==> src/rtl/evt_pkg.sv <==
package evt_pkg;
  localparam int PRE_W = 3;

  typedef struct packed {
    logic             load;
    logic             enable;
    logic             stopReq;
    logic             oneshot;
    logic [PRE_W-1:0] pre;
  } chanCmd_t;
endpackage

==> src/rtl/evt_chan.sv <==
module evt_chan
  import evt_pkg::*;
#(
  parameter int CNT_W      = 64,
  parameter int HOLD_TICKS = 2
) (
  input  logic             clk,
  input  logic             rstN,
  input  logic             tick,
  input  chanCmd_t         cmd,
  input  logic [CNT_W-1:0] interval,
  output logic [CNT_W-1:0] count,
  output logic             expire
);
  localparam int DIV_W = (2 ** PRE_W) - 1;
  localparam int KA_W  = $clog2(HOLD_TICKS + 1);

  logic [CNT_W-1:0] countQ;
  logic [DIV_W-1:0] divQ;
  logic [DIV_W-1:0] divMask;
  logic [KA_W-1:0]  keepQ;
  logic             active;
  logic             step;

  assign active  = cmd.enable || (keepQ != '0);
  assign divMask = (DIV_W'(1) << cmd.pre) - DIV_W'(1);
  assign step    = tick && active && ((divQ & divMask) == divMask) && !cmd.load;
  assign expire  = step && (countQ == '0);
  assign count   = countQ;

  always_ff @(posedge clk) begin
    if (!rstN) begin
      countQ <= '0;
      divQ   <= '0;
      keepQ  <= '0;
    end else if (cmd.load) begin
      countQ <= interval;
      divQ   <= '0;
      keepQ  <= '0;
    end else begin
      if (tick && active) divQ <= divQ + DIV_W'(1);
      if (step) begin
        if (countQ != '0)     countQ <= countQ - CNT_W'(1);
        else if (cmd.oneshot) countQ <= '0;
        else                  countQ <= interval;
      end
      if (cmd.stopReq)                keepQ <= KA_W'(HOLD_TICKS);
      else if (expire && cmd.oneshot) keepQ <= '0;
      else if (tick && keepQ != '0)   keepQ <= keepQ - KA_W'(1);
    end
  end

  // without a tick or a load the count does not move
  a_r4_idle_hold: assert property (@(posedge clk) disable iff (!rstN)
    (!cmd.load && !tick) |=> $stable(countQ));
  // a reload strobe leaves the interval in the counter
  a_r3_load_value: assert property (@(posedge clk) disable iff (!rstN)
    cmd.load |=> (countQ == $past(interval)));
  // the stop window never exceeds its fixed length
  a_r7_keep_bound: assert property (@(posedge clk) disable iff (!rstN)
    keepQ <= KA_W'(HOLD_TICKS));
endmodule

==> src/rtl/evt_ctrl.sv <==
module evt_ctrl
  import evt_pkg::*;
#(
  parameter int NUM_CH = 2,
  parameter int CNT_W  = 64,
  parameter int ADDR_W = 8,
  parameter int DATA_W = 32
) (
  input  logic                           clk,
  input  logic                           rstN,
  input  logic [ADDR_W-1:0]              addr,
  input  logic [DATA_W-1:0]              wdata,
  input  logic                           wr,
  output logic [DATA_W-1:0]              rdata,
  input  logic [NUM_CH-1:0]              expire,
  input  logic [NUM_CH-1:0][CNT_W-1:0]   count,
  output chanCmd_t [NUM_CH-1:0]          cmd,
  output logic [NUM_CH-1:0][CNT_W-1:0]   interval,
  output logic                           irq
);
  localparam int HI_W     = CNT_W - DATA_W;
  localparam int CH_SEL_W = ADDR_W - 5;

  logic [NUM_CH-1:0]            irqEnQ, pendQ, enQ, oneQ;
  logic [NUM_CH-1:0][PRE_W-1:0] preQ;
  logic [NUM_CH-1:0][CNT_W-1:0] ivQ;

  logic [ADDR_W-1:0]   offs;
  logic [CH_SEL_W-1:0] chSel;
  logic [2:0]          regSel;
  logic                isChan, wrEn, wrStat;
  logic [NUM_CH-1:0]   chHit, wrCtrl, wrIvLo, wrIvHi;

  assign offs   = addr - ADDR_W'(16);
  assign chSel  = offs[ADDR_W-1:5];
  assign regSel = offs[4:2];
  assign isChan = (addr >= ADDR_W'(16)) && (offs[1:0] == 2'b00);
  assign wrEn   = wr && (addr == ADDR_W'(0));
  assign wrStat = wr && (addr == ADDR_W'(4));

  always_comb begin
    for (int i = 0; i < NUM_CH; i++) begin
      chHit[i]  = isChan && (chSel == CH_SEL_W'(i));
      wrCtrl[i] = wr && chHit[i] && (regSel == 3'd0);
      wrIvLo[i] = wr && chHit[i] && (regSel == 3'd1);
      wrIvHi[i] = wr && chHit[i] && (regSel == 3'd2);
      cmd[i].load    = wrCtrl[i] && wdata[1];
      cmd[i].enable  = enQ[i];
      cmd[i].stopReq = wrCtrl[i] && enQ[i] && !wdata[0];
      cmd[i].oneshot = oneQ[i];
      cmd[i].pre     = preQ[i];
    end
  end

  assign interval = ivQ;
  assign irq      = |(pendQ & irqEnQ);

  always_ff @(posedge clk) begin
    if (!rstN) begin
      irqEnQ <= '0;
      pendQ  <= '0;
      enQ    <= '0;
      oneQ   <= '0;
      preQ   <= '0;
      ivQ    <= '0;
    end else begin
      if (wrEn) irqEnQ <= wdata[NUM_CH-1:0];
      pendQ <= (pendQ & ~(wrStat ? wdata[NUM_CH-1:0] : '0)) | expire;
      for (int i = 0; i < NUM_CH; i++) begin
        if (wrCtrl[i]) begin
          enQ[i]  <= wdata[0];
          oneQ[i] <= wdata[7];
          preQ[i] <= wdata[6:4];
        end else if (expire[i] && oneQ[i]) begin
          enQ[i] <= 1'b0;
        end
        if (wrIvLo[i]) ivQ[i][DATA_W-1:0]     <= wdata;
        if (wrIvHi[i]) ivQ[i][CNT_W-1:DATA_W] <= wdata[HI_W-1:0];
      end
    end
  end

  always_comb begin
    rdata = '0;
    if (addr == ADDR_W'(0))      rdata = DATA_W'(irqEnQ);
    else if (addr == ADDR_W'(4)) rdata = DATA_W'(pendQ);
    else begin
      for (int i = 0; i < NUM_CH; i++) begin
        if (chHit[i]) begin
          case (regSel)
            3'd0: rdata = {24'b0, oneQ[i], preQ[i], 3'b000, enQ[i]};
            3'd1: rdata = ivQ[i][DATA_W-1:0];
            3'd2: rdata = DATA_W'(ivQ[i][CNT_W-1:DATA_W]);
            3'd3: rdata = count[i][DATA_W-1:0];
            3'd4: rdata = DATA_W'(count[i][CNT_W-1:DATA_W]);
            default: rdata = '0;
          endcase
        end
      end
    end
  end

  for (genvar g = 0; g < NUM_CH; g++) begin : gChk
    // an expiry always leaves the flag raised
    a_r5_pend_set: assert property (@(posedge clk) disable iff (!rstN)
      expire[g] |=> pendQ[g]);
    // writing one clears a flag when no expiry competes
    a_r8_w1c: assert property (@(posedge clk) disable iff (!rstN)
      (wrStat && wdata[g] && !expire[g]) |=> !pendQ[g]);
    // a flag changes only through expiry or a write of one
    a_r8_hold: assert property (@(posedge clk) disable iff (!rstN)
      (!expire[g] && !(wrStat && wdata[g])) |=> $stable(pendQ[g]));
    // single-shot expiry drops the enable bit
    a_r6_oneshot_off: assert property (@(posedge clk) disable iff (!rstN)
      (expire[g] && oneQ[g] && !wrCtrl[g]) |=> !enQ[g]);
  end
endmodule

==> src/rtl/evt_timer.sv <==
module evt_timer
  import evt_pkg::*;
#(
  parameter int NUM_CH     = 2,
  parameter int CNT_W      = 64,
  parameter int ADDR_W     = 8,
  parameter int HOLD_TICKS = 2
) (
  input  logic              clk,
  input  logic              rstN,
  input  logic              tick,
  input  logic [ADDR_W-1:0] addr,
  input  logic [31:0]       wdata,
  input  logic              wr,
  output logic [31:0]       rdata,
  output logic              irq
);
  chanCmd_t [NUM_CH-1:0]        cmd;
  logic [NUM_CH-1:0][CNT_W-1:0] interval;
  logic [NUM_CH-1:0][CNT_W-1:0] count;
  logic [NUM_CH-1:0]            expire;

  evt_ctrl #(.NUM_CH(NUM_CH), .CNT_W(CNT_W), .ADDR_W(ADDR_W), .DATA_W(32)) uCtrl (
    .clk(clk), .rstN(rstN), .addr(addr), .wdata(wdata), .wr(wr), .rdata(rdata),
    .expire(expire), .count(count), .cmd(cmd), .interval(interval), .irq(irq)
  );

  for (genvar g = 0; g < NUM_CH; g++) begin : gCh
    evt_chan #(.CNT_W(CNT_W), .HOLD_TICKS(HOLD_TICKS)) uChan (
      .clk(clk), .rstN(rstN), .tick(tick), .cmd(cmd[g]),
      .interval(interval[g]), .count(count[g]), .expire(expire[g])
    );
  end
endmodule

==> config.mk <==
export PLATFORM = sky130hd
export DESIGN_NAME = evt_timer
export DESIGN_NICKNAME = d
export VERILOG_FILES = /design/src/rtl/evt_pkg.sv /design/src/rtl/evt_chan.sv /design/src/rtl/evt_ctrl.sv /design/src/rtl/evt_timer.sv
export SDC_FILE = /design/constraint.sdc
export NUM_CORES = 1
export LEC_CHECK = 0
export BUFFER_PORTS_ARGS = -buffer_cell sky130_fd_sc_hd__buf_2
export CAP_MARGIN = 30
export CORE_ASPECT_RATIO = 1.1
export CORE_MARGIN = 2
export CORE_UTILIZATION = 55
export CTS_CLUSTER_SIZE = 16
export DETAILED_ROUTE_END_ITERATION = 16
export PLACE_DENSITY = 0.72
export SLEW_MARGIN = 25
export SYNTH_ARGS = -nofsm -noshare
export SYNTH_HDL_FRONTEND = slang
export SYNTH_SLANG_ARGS = --single-unit
==> constraint.sdc <==
create_clock -name clk -period 3.37 [get_ports clk]
set_input_delay 0.337 -clock clk [delete_from_list [all_inputs] [get_ports clk]]
set_output_delay 0.337 -clock clk [all_outputs]
set_load 0.005 [all_outputs]
==> results.yml <==
place:
  post-dp-hpwl_um: 46700
  gp_congestion: 1.03
  portBuffers: 76
  placed_area_um2: 17600
  dp_slack_ps: 169
route:
  first_iter_violations: 2314
  first_pass_iters: 7
  vias_per_cell: 6.85
  route.detailed.drc: 0
  wl_per_cell_um: 24.8
  via_count: 18100
  wl_um: 65500
  antenna_left: 0
die:
  die_h_um: 184
  die_w_um: 168
  design.die.area_um2: 31000
  design.core.area_um2: 29300
  ios: 77
  rows: 66
  start_util_pct: 55.5
worst_setup_path:
  crit_type: "reg2reg"
  end_kind: "register"
  cp_max_fo: 15
  cp.arrival_ps: 3650
  startpoint_type: "register"
  cp_data_required_time_ps: 3810
timing:
  timing.final.ws_setup_ps: 157
  rsz0062_at_grt: "false"
  period_share_pct: 95.4
  slew_violations: 0
  final_hold_viol_count: 0
  period_needed_ps: 3210
  setup_violations: 0
  max_slew_margin_pct: 32.9
  clock.fmax_mhz: 311
  tns_ps: 0
  fin_skew_ps: 20.3
  worstMarginPinSlew_ps: 1000
clocking:
  clk_pin_slew_ps: 70
  tritoncts: "built"
  cts_sinks: 288
  postCtsHoldBufs: 0
  clk_latency_ps: 580
  clock_path_buffers: 3
  post_cts_buffers: 0
  cts.repair.resized: 0
  clock-root-buffer: "clkbuf_16"
  cts.htree.levels: 1
  cts-buffers-inserted: 31
logic_synthesis:
  synth_edf_count: 0
  yosysSeqAreaShare_pct: 35.4
  yosysWarningCount: 0
  ys_async_sr_fraction_pct: 0
  synth_seq_cells: 288
  synthesis.nets: 2232
  synthFlopType: "dfxtp_1"
  netlist_area_um2: 16300
  synth_cell_type_count: 83
  syn_inst: 2178
  syn_area_per_cell_um2: 7.47
global_routing:
  grt_pass1_wl_um: 99700
  track_usage_pct: 41.2
  grt_pass1_vias: 16700
  overflow: 0
  grt_max_degree: 91
  antenna_found_initial: 1
final_layout:
  nets: 2299
  drive_gt1_share_pct: 13.4
  final_common_cell: "nand2_1"
  most-common-layout-cells: "397 x nand2_1, 288 x dfxtp_1, 281 x a21oi_1"
  final_area_um2: 18800
  diodes: 0
  area.growth.synth_to_final_pct: 15.6
run:
  max_cap_viol_count: 0
outcome:
  status: "complete, no violations"
hold_path:
  hold_class: "in2reg"
==> path summary, 6_finish.rpt <==
path	startpoint	end	slack, ps	cells past startpoint
worst max-delay path	gCh[1].uChan.count[24]$_SDFFE_PN0P_	gCh[1].uChan.count[31]$_SDFFE_PN0P_	160	8
worst min-delay path	wdata[25]	uCtrl.interval[121]$_SDFFE_PN0P_	50	3
worst max register to register	gCh[1].uChan.count[24]$_SDFFE_PN0P_	gCh[1].uChan.count[31]$_SDFFE_PN0P_	160	8
worst min register to register	uCtrl.interval[102]$_SDFFE_PN0P_	gCh[1].uChan.count[38]$_SDFFE_PN0P_	470	2
==> cell usage after synthesis (30+ instances only) <==
library cell	number	area [um2]
a221o_1	32	320
nor2_1	158	593
nor3_1	62	310
nand4_1	37	231
nand3_1	60	300
a22oi_1	79	593
a21oi_1	281	1410
a22o_1	41	359
or3_1	30	188
o21ai_0	92	460
nor4_1	47	294
nand2_1	397	1490
clkbuf_1	142	533
dfxtp_1	288	5770
mux2i_1	30	300
==> layout make-up <==
type	instances	area [um2]
fill	2601	10500
multi-input combinational	1694	9800
clock buffer	38	862
clock inverter	18	309
sequential	288	5770
tap	374	468
timing repair buffer	201	1490
inverter	29	114
==> metal layers <==
layer,GRT usage (%),share of wire (%),vias to the layer above
li1,-,-,8148
met1,54.2,39,8646
met2,66.7,46,1091
met3,6.66,10,215
met4,18.8,5.0,2
met5,0,0.020,-
==> cells by family (layout without fill, tap and decap cells) <==
family	count (synthesis)	in the layout	share of synthesized area [%]
and+or+nand+nor	908	908	26.6
muxes	35	35	2.54
buffers and inverters	196	286	4.71
DFF	288	288	35.4
AOI/OAI and AO/OA	698	698	27.7
xor gates and xnor gates	43	43	2.31
adders and majority gates	10	10	0.769
==> registers in the layout (all words and copies together), names as in the netlist <==
signal,count
uCtrl.oneQ,2
gCh.uChan.keepQ,4
gCh.uChan.divQ,14
uCtrl.cmd,6
uCtrl.pendQ,2
uCtrl.interval,128
gCh.uChan.count,128
uCtrl.enQ,2
uCtrl.irqEnQ,2
==> stage by stage <==
stage,hold slack (ps),instances,util [%]
4_1_cts,44.1,2640,64.1
2_1_floorplan,444,2178,-
6_report,51.2,2642,64.2
3_3_place_gp,460,2583,60.1
3_5_place_dp,463,2584,60.1
5_1_grt,56.5,2642,64.2
==> worst max-delay path, stage by stage (launching register included) <==
cell and delay [ps]:
dfxtp_1 370, or4_4 600, or4b_4 570, or2_0 220
buf_4 200, nor3b_4 340, nand2_1 160, o21ai_0 490
nor3_1 120
Power is not shown: default switching activity piles up to over one toggle a cycle in this logic, so the estimate is an artifact.
